[src/rtl/sdram_mon_pkg.sv]
// Shared command and bank-state encodings for the SDRAM command monitor.
// Assumes: codes are visible on the ports, so their values are fixed.
package sdram_mon_pkg;

    typedef enum logic [3:0] {
        CMD_DESL  = 4'd0,
        CMD_NOP   = 4'd1,
        CMD_BST   = 4'd2,
        CMD_READ  = 4'd3,
        CMD_WRITE = 4'd4,
        CMD_ACT   = 4'd5,
        CMD_PRE   = 4'd6,
        CMD_REF   = 4'd7,
        CMD_MRS   = 4'd8
    } cmd_e;

    typedef enum logic [2:0] {
        BK_IDLE    = 3'd0,
        BK_ACTIVE  = 3'd1,
        BK_WREC    = 3'd2,
        BK_WREC_AP = 3'd3,
        BK_PRECHG  = 3'd4,
        BK_REFRESH = 3'd5,
        BK_MODE    = 3'd6
    } bank_e;

endpackage

[src/rtl/sdram_cmd_decode.sv]
// Command decoder: maps the active-low strobes to a command code.
// Assumes: purely combinational; chip select high means deselect.
module sdram_cmd_decode
    import sdram_mon_pkg::*;
(
    input  logic cs_n_i,
    input  logic ras_n_i,
    input  logic cas_n_i,
    input  logic we_n_i,
    output cmd_e cmd_o
);

    // Decode strobe pattern into a command.
    always_comb begin
        if (cs_n_i) begin
            cmd_o = CMD_DESL;
        end else begin
            case ({ras_n_i, cas_n_i, we_n_i})
                3'b111:  cmd_o = CMD_NOP;
                3'b110:  cmd_o = CMD_BST;
                3'b101:  cmd_o = CMD_READ;
                3'b100:  cmd_o = CMD_WRITE;
                3'b011:  cmd_o = CMD_ACT;
                3'b010:  cmd_o = CMD_PRE;
                3'b001:  cmd_o = CMD_REF;
                default: cmd_o = CMD_MRS;
            endcase
        end
    end

endmodule

[src/rtl/sdram_bank_track.sv]
// Per-bank state tracker: judges each command that reaches this bank,
// applies accepted ones, and times the recovery, refresh and mode windows.
// Assumes: every timing parameter is at least 1 clock; a window of N
// clocks means a command N clocks after its start is judged in the next state.
module sdram_bank_track
    import sdram_mon_pkg::*;
#(
    parameter int T_DPL = 2,
    parameter int T_RC  = 6,
    parameter int T_RP  = 3,
    parameter int CNT_W = 3
) (
    input  logic  clk,
    input  logic  rst_n,
    input  logic  chk_en_i,
    input  logic  hit_i,
    input  cmd_e  cmd_i,
    input  logic  a10_i,
    output bank_e state_o,
    output bank_e eff_o,
    output logic  illegal_o
);

    localparam int MODE_CYC = 2;

    bank_e            state_q, state_d, eff;
    logic [CNT_W-1:0] cnt_q, cnt_d;
    logic             timed, expire, ok, act;

    // Which commands a bank in a given state accepts.
    function automatic logic allowed(bank_e s, cmd_e c);
        case (s)
            BK_IDLE:    return !(c inside {CMD_READ, CMD_WRITE});
            BK_ACTIVE:  return !(c inside {CMD_ACT, CMD_REF, CMD_MRS});
            BK_WREC:    return !(c inside {CMD_ACT, CMD_PRE, CMD_REF, CMD_MRS});
            BK_WREC_AP,
            BK_MODE:    return c inside {CMD_DESL, CMD_NOP};
            default:    return c inside {CMD_DESL, CMD_NOP, CMD_BST};
        endcase
    endfunction

    // Effective state: a window on its last count is already over.
    always_comb begin
        timed  = state_q inside {BK_WREC, BK_WREC_AP, BK_PRECHG, BK_REFRESH, BK_MODE};
        expire = timed && (cnt_q == CNT_W'(1));
        eff    = state_q;
        if (expire) begin
            case (state_q)
                BK_WREC:    eff = BK_ACTIVE;
                BK_WREC_AP: eff = BK_PRECHG;
                default:    eff = BK_IDLE;
            endcase
        end
    end

    assign ok        = allowed(eff, cmd_i);
    assign illegal_o = chk_en_i && hit_i && !ok;
    assign act       = chk_en_i && hit_i && ok;

    // Next state and counter from the effective state and accepted command.
    always_comb begin
        state_d = eff;
        if (expire && state_q == BK_WREC_AP) begin
            cnt_d = CNT_W'(T_RP);
        end else if (cnt_q != '0) begin
            cnt_d = cnt_q - CNT_W'(1);
        end else begin
            cnt_d = '0;
        end
        if (act) begin
            case (cmd_i)
                CMD_ACT: begin
                    state_d = BK_ACTIVE;
                    cnt_d   = '0;
                end
                CMD_READ: begin
                    state_d = a10_i ? BK_PRECHG : BK_ACTIVE;
                    cnt_d   = a10_i ? CNT_W'(T_RP) : '0;
                end
                CMD_WRITE: begin
                    state_d = a10_i ? BK_WREC_AP : BK_WREC;
                    cnt_d   = CNT_W'(T_DPL);
                end
                CMD_PRE: begin
                    if (eff == BK_ACTIVE) begin
                        state_d = BK_PRECHG;
                        cnt_d   = CNT_W'(T_RP);
                    end
                end
                CMD_REF: begin
                    state_d = BK_REFRESH;
                    cnt_d   = CNT_W'(T_RC);
                end
                CMD_MRS: begin
                    state_d = BK_MODE;
                    cnt_d   = CNT_W'(MODE_CYC);
                end
                default: ;
            endcase
        end
    end

    // State and counter registers.
    always_ff @(posedge clk) begin
        if (!rst_n) begin
            state_q <= BK_IDLE;
            cnt_q   <= '0;
        end else begin
            state_q <= state_d;
            cnt_q   <= cnt_d;
        end
    end

    assign state_o = state_q;
    assign eff_o   = eff;

    AST_WREC_EXIT: assert property (@(posedge clk) disable iff (!rst_n)
        (state_q == BK_WREC && cnt_q == CNT_W'(1) && !act) |=> (state_q == BK_ACTIVE));
    AST_WREC_AP_EXIT: assert property (@(posedge clk) disable iff (!rst_n)
        (state_q == BK_WREC_AP && cnt_q == CNT_W'(1)) |=> (state_q == BK_PRECHG));
    AST_MODE_EXIT: assert property (@(posedge clk) disable iff (!rst_n)
        (state_q == BK_MODE && cnt_q == CNT_W'(1) && !act) |=> (state_q == BK_IDLE));
    AST_REFUSED_HOLD: assert property (@(posedge clk) disable iff (!rst_n)
        (illegal_o && !expire) |=> (state_q == $past(state_q)));

endmodule

[src/rtl/sdram_err_capture.sv]
// Sticky error capture: records the first illegal command until cleared.
// Assumes: an offence in the clear cycle wins and is recorded afresh.
module sdram_err_capture
    import sdram_mon_pkg::*;
#(
    parameter int BA_W = 1
) (
    input  logic            clk,
    input  logic            rst_n,
    input  logic            clr_i,
    input  logic            hit_i,
    input  cmd_e            cmd_i,
    input  logic [BA_W-1:0] bank_i,
    input  bank_e           state_i,
    output logic            flag_o,
    output cmd_e            cmd_o,
    output logic [BA_W-1:0] bank_o,
    output bank_e           state_o
);

    logic flag_q;

    // Set, hold and clear the flag together with its record.
    always_ff @(posedge clk) begin
        if (!rst_n) begin
            flag_q  <= 1'b0;
            cmd_o   <= CMD_DESL;
            bank_o  <= '0;
            state_o <= BK_IDLE;
        end else if (hit_i) begin
            flag_q <= 1'b1;
            if (!flag_q || clr_i) begin
                cmd_o   <= cmd_i;
                bank_o  <= bank_i;
                state_o <= state_i;
            end
        end else if (clr_i) begin
            flag_q <= 1'b0;
        end
    end

    assign flag_o = flag_q;

    AST_FLAG_STICKY: assert property (@(posedge clk) disable iff (!rst_n)
        (flag_q && !clr_i) |=> flag_q);
    AST_FLAG_CLEARS: assert property (@(posedge clk) disable iff (!rst_n)
        (clr_i && !hit_i) |=> !flag_q);
    AST_RECORD_KEPT: assert property (@(posedge clk) disable iff (!rst_n)
        (flag_q && !clr_i) |=> $stable(cmd_o));

endmodule

[src/rtl/sdram_cmd_monitor.sv]
// SDRAM bank command legality monitor (top). Decodes the bus, routes each
// command to the banks it reaches, and captures the first illegal one.
// Assumes: passive observer; power-down and data checks are elsewhere.
module sdram_cmd_monitor
    import sdram_mon_pkg::*;
#(
    parameter int BA_W  = 1,
    parameter int T_DPL = 2,
    parameter int T_RC  = 6,
    parameter int T_RP  = 3
) (
    input  logic                       clk,
    input  logic                       rst_n,
    input  logic                       cke,
    input  logic                       cs_n,
    input  logic                       ras_n,
    input  logic                       cas_n,
    input  logic                       we_n,
    input  logic [BA_W-1:0]            ba,
    input  logic                       a10,
    input  logic                       err_clr,
    output logic [3:0]                 cmd_code,
    output logic [3*(2**BA_W)-1:0]     bank_state,
    output logic                       err_flag,
    output logic [3:0]                 err_cmd,
    output logic [BA_W-1:0]            err_bank,
    output logic [2:0]                 err_state
);

    localparam int NUM_BANKS = 2 ** BA_W;
    localparam int MAX_T     = (T_DPL > T_RC) ? ((T_DPL > T_RP) ? T_DPL : T_RP)
                                              : ((T_RC > T_RP) ? T_RC : T_RP);
    localparam int CNT_W     = $clog2(((MAX_T > 2) ? MAX_T : 2) + 1);

    cmd_e                 cmd;
    logic                 cke_q, chk_en;
    logic [NUM_BANKS-1:0] hit, ill;
    bank_e                st_w  [NUM_BANKS];
    bank_e                eff_w [NUM_BANKS];
    logic [BA_W-1:0]      off_idx;
    bank_e                off_st;
    cmd_e                 rec_cmd;
    bank_e                rec_st;

    sdram_cmd_decode u_dec (
        .cs_n_i  (cs_n),
        .ras_n_i (ras_n),
        .cas_n_i (cas_n),
        .we_n_i  (we_n),
        .cmd_o   (cmd)
    );

    // Previous-cycle clock enable; follows the pin during reset.
    always_ff @(posedge clk) begin
        cke_q <= cke;
    end

    assign chk_en = cke && cke_q;

    for (genvar b = 0; b < NUM_BANKS; b++) begin : g_bank
        // Does this cycle's command reach bank b.
        always_comb begin
            case (cmd)
                CMD_READ, CMD_WRITE, CMD_ACT: hit[b] = (ba == BA_W'(b));
                CMD_PRE:                      hit[b] = a10 || (ba == BA_W'(b));
                CMD_BST, CMD_REF, CMD_MRS:    hit[b] = 1'b1;
                default:                      hit[b] = 1'b0;
            endcase
        end

        sdram_bank_track #(
            .T_DPL (T_DPL),
            .T_RC  (T_RC),
            .T_RP  (T_RP),
            .CNT_W (CNT_W)
        ) u_trk (
            .clk       (clk),
            .rst_n     (rst_n),
            .chk_en_i  (chk_en),
            .hit_i     (hit[b]),
            .cmd_i     (cmd),
            .a10_i     (a10),
            .state_o   (st_w[b]),
            .eff_o     (eff_w[b]),
            .illegal_o (ill[b])
        );

        assign bank_state[3*b +: 3] = st_w[b];
    end

    // Pick the lowest offending bank for the record.
    always_comb begin
        off_idx = '0;
        off_st  = BK_IDLE;
        for (int i = NUM_BANKS - 1; i >= 0; i--) begin
            if (ill[i]) begin
                off_idx = BA_W'(i);
                off_st  = eff_w[i];
            end
        end
    end

    sdram_err_capture #(.BA_W(BA_W)) u_err (
        .clk     (clk),
        .rst_n   (rst_n),
        .clr_i   (err_clr),
        .hit_i   (|ill),
        .cmd_i   (cmd),
        .bank_i  (off_idx),
        .state_i (off_st),
        .flag_o  (err_flag),
        .cmd_o   (rec_cmd),
        .bank_o  (err_bank),
        .state_o (rec_st)
    );

    assign cmd_code  = cmd;
    assign err_cmd   = rec_cmd;
    assign err_state = rec_st;

    AST_CKE_QUIET: assert property (@(posedge clk) disable iff (!rst_n)
        (!chk_en && !err_flag) |=> !err_flag);
    AST_REFRESH_ALL: assert property (@(posedge clk) disable iff (!rst_n)
        (st_w[0] == BK_REFRESH) |-> (st_w[NUM_BANKS-1] == BK_REFRESH));
    AST_MODE_ALL: assert property (@(posedge clk) disable iff (!rst_n)
        (st_w[0] == BK_MODE) |-> (st_w[NUM_BANKS-1] == BK_MODE));

endmodule

[config.mk]
export PLATFORM = sky130hd
export DESIGN_NAME = sdram_cmd_monitor
export DESIGN_NICKNAME = d
export VERILOG_FILES = /design/src/rtl/sdram_mon_pkg.sv /design/src/rtl/sdram_cmd_decode.sv /design/src/rtl/sdram_bank_track.sv /design/src/rtl/sdram_err_capture.sv /design/src/rtl/sdram_cmd_monitor.sv
export SDC_FILE = /design/constraint.sdc
export NUM_CORES = 1
export LEC_CHECK = 0
export BUFFER_PORTS_ARGS = -buffer_cell sky130_fd_sc_hd__buf_4
export CAP_MARGIN = 20
export CORE_AREA = 2 2 57 59
export DETAILED_ROUTE_END_ITERATION = 10
export DIE_AREA = 0 0 59 61
export PLACE_DENSITY = 0.83
export SETUP_SLACK_MARGIN = 0.2
export SLEW_MARGIN = 0
export SYNTH_ARGS = -nofsm -noshare
export SYNTH_HDL_FRONTEND = slang
export SYNTH_SLANG_ARGS = --single-unit
[constraint.sdc]
create_clock -name clk -period 6.84 [get_ports clk]
set_clock_uncertainty 0.15 [all_clocks]
set_input_delay 0 -clock clk [delete_from_list [all_inputs] [get_ports clk]]
set_output_delay 0 -clock clk [all_outputs]
set_load 0.005 [all_outputs]
==> impl_metrics.ini <==
[setup_path]
arrival_ns = 3.75
path_class = register to register
end_kind = register
crit_chain = inv_1 -> ha_1 -> nor4b_4 -> mux2i_1 -> mux2i_1 -> nor2_1 -> o211ai_1 -> nor4_1 -> o21a_1 -> dlygate4sd3_1
required_ns = 6.92
crit_path_max_incr_delay_ns = 0.54
startpoint_type = register
crit_start = g_bank[1].u_trk.state_o[2]
r2r_cells = 10
path_max_fanout = 11
r2r-start = g_bank[1].u_trk.state_o[2]
cpMostUsedCell = mux2i_1
r2r_end = g_bank[1].u_trk.state_o[1]
r2r_slack_ns = 3.17
cp-endpoint = g_bank[1].u_trk.state_o[1]
slowest_stage = dlygate4sd3_1

[drt]
drt_iter0_markers = 124
drt_wl_total_um = 4490
drt.antenna.violating_nets = 0
first_pass_iters = 4
vias = 1780
routedWlPerCell_um = 16.1
drc_errors = 0
routed_via_density = 6.38

[logic_synthesis]
synthArstFlopShare = 0
ys_seq_area_frac = 0.252
synth_xor_area_frac = 0.0100
synth_top_area_frac = 0.252
syn_area_um2 = 1750
synth_fa_ha_area_frac = 0.0143
ys_ff_latch = 22
synth_common_cells = nor2_1 (23), dfxtp_1 (22), a21oi_1 (20), nand2_1 (18), o21ai_0 (14)
synth-main-ff-cell = dfxtp_1
synth_area_leader_cell = dfxtp_1
yosysWarningCount = 0
syn_inst = 220
yosysUniqueCellTypes = 58
avgSynthCellArea_um2 = 7.93
synth-simple-area-share = 0.287
mappedNetlistNets = 232
synth_mux_area_frac = 0.0581
synth_top_family_by_area = compound AO/OA/AOI/OAI gates
synth.most_common_cell = nor2_1
synth_compound_area_frac = 0.310
synthTopCellsByArea = dfxtp_1 (25%), a21oi_1 (5.7%), mux2i_1 (5.2%)
synth-edff-count = 0

[clock_network]
clk_latency_ns = 0.33
cts_buffers = 3
htree_levels = 1
clock_path_buffers = 2
clk_pin_slew_ns = 0.13
cts_tree = done
cts_sinks = 22
clockRootBuffer = clkbuf_4
cts_resized = 0

[outcome]
status = complete, no violations

[floorplan]
die-area_um2 = 3600
start_util = 0.591
num_rows = 20
die_w_um = 59
die_y_um = 61
ios = 29
fp.coreArea_um2 = 2950

[placed_design]
globalplace.congestion = 0.928
dp_hpwl_um = 3340
port_buffers = 28
dp_slack_ns = 3.43

[grt]
grt_pass1_wl_um = 7190
grt_max_degree = 21
grt.total_usage = 0.264
grt_pass1_vias = 1534
gr-total-overflow = 0
grt_antenna_before_repair = 0

[final_layout]
layout-drive-gt1-share = 0.191
n_antenna_cell = 0
layout.nets = 259
syn2layout_area_growth_pct = 15.7

[timing]
setup_slack_ns = 3.17
max_freq_ghz = 0.273
period_share = 0.536
final_max_slew_viol_count = 0
tightestPinTransition_ns = 0.570
fin_setup_tns_ns = 0
final-hold-violation-count = 0
min_period_ns = 3.67
slew_headroom = 0.619
rsz0062_at_grt = no
setup_viol = 0

[pwr]
intPower_uw = 179
power_density_nw_per_um2 = 123
vdd_drop_max_mv = 0.0951
switching_share = 0.278
p_sw_uw = 68.9
seqPwrFrac = 0.527
leakagePower_uw = 0.000802
p_comb_frac = 0.163
power_frac_clock = 0.310

[run]
cap_violations = 0

[min_path]
min_path_type = input pin to register
[power groups by stage]
stage	logic, µW	clock network, µW	registers, µW
5_1_grt	43.8	82.9	131
3_3_place_gp	35.9	0	133
3_5_place_dp	36.9	0	133
6_report	40.3	76.9	130
2_1_floorplan	25.8	0	133
4_1_cts	39.7	76.1	130
[routing by layer]
layer | track usage | part of all wire
met1 | 0.348 | 0.44
met2 | 0.422 | 0.48
met3 | 0.0533 | 0.057
met4 | 0.114 | 0.018
met5 | 0 | 0
[critical path: cells and delay by family (launching register included)]
kind                       cells  cell delay [ns]
buffers and inverters          2             0.67
AOI/OAI and AO/OA              2             0.54
and+or+nand+nor                3             0.53
DFF                            1             0.53
adders and majority gates      1             0.39
muxes                          2             0.76
[stage by stage]
stage               hold WS (ns)   util  cell area [µm²]  power [µW]  std cells
floorplan                 -0.122      -             1750         159        220
global placement         -0.0323  0.648             1910         169        268
detailed placement       -0.0316  0.648             1910         170        268
CTS                      0.00869  0.684             2020         246        279
global route              0.0345  0.684             2020         257        279
finish                   0.00363  0.684             2020         248        279
[cell usage in the layout, fill, tap and decap left out, types with 7 or more instances in the layout]
cell	synthesis	final
buf_4	4	28
nor2_1	23	23
dfxtp_1	22	22
a21oi_1	20	20
nand2_1	18	18
o21ai_0	14	14
inv_1	9	9
mux2i_1	9	9
nand2b_1	8	8
nor3_1	7	7
dlygate4sd3_1	0	7
[state kept, by name, summed over array words and instances (netlist names)]
name and cells:
u_err.state_o 3, cke_q 1, g_bank.u_trk.cnt_q 6, u_err.cmd_o 4
u_err.bank_o 1, u_err.flag_o 1, g_bank.u_trk.state_o 6
[how the worst min path moves through the flow]
stage           from                        to  slack, ns  depth (start not counted)
5_1_grt        cas_n  g_bank[1].u_trk.cnt_q[2]       0.03                          3
4_1_cts        cas_n  g_bank[1].u_trk.cnt_q[2]      0.009                          3
6_report       cas_n  g_bank[1].u_trk.cnt_q[2]      0.004                          3
2_1_floorplan    cke                     cke_q      -0.12                          0
3_5_place_dp     cke                     cke_q      -0.03                          1
3_3_place_gp     cke                     cke_q      -0.03                          1
[what timing repair did]
item | in CTS | in global routing
setup buffers | 0 | 0
endpoints found under the hold margin | 13 | 0
hold buffers | 7 | 0
[cells by family (layout without fill, tap and decap cells)]
family / after synthesis / count (layout)
and+or+nand+nor: 85 / 85
AOI/OAI and AO/OA: 77 / 77
DFF: 22 / 22
buffers and inverters: 22 / 48
muxes: 10 / 10
adders and majority gates: 2 / 2
xor gates and xnor gates: 2 / 2
[layout make-up]
cell class                 count  area [µm²]
timing repair buffer          35         280
tap                           33        41.3
sequential                    22         440
inverter                       9        33.8
multi-input combinational    176        1190
clock buffer                   4        36.3
fill                         261         933
No activity file was read; power rests on OpenSTA's default activity.
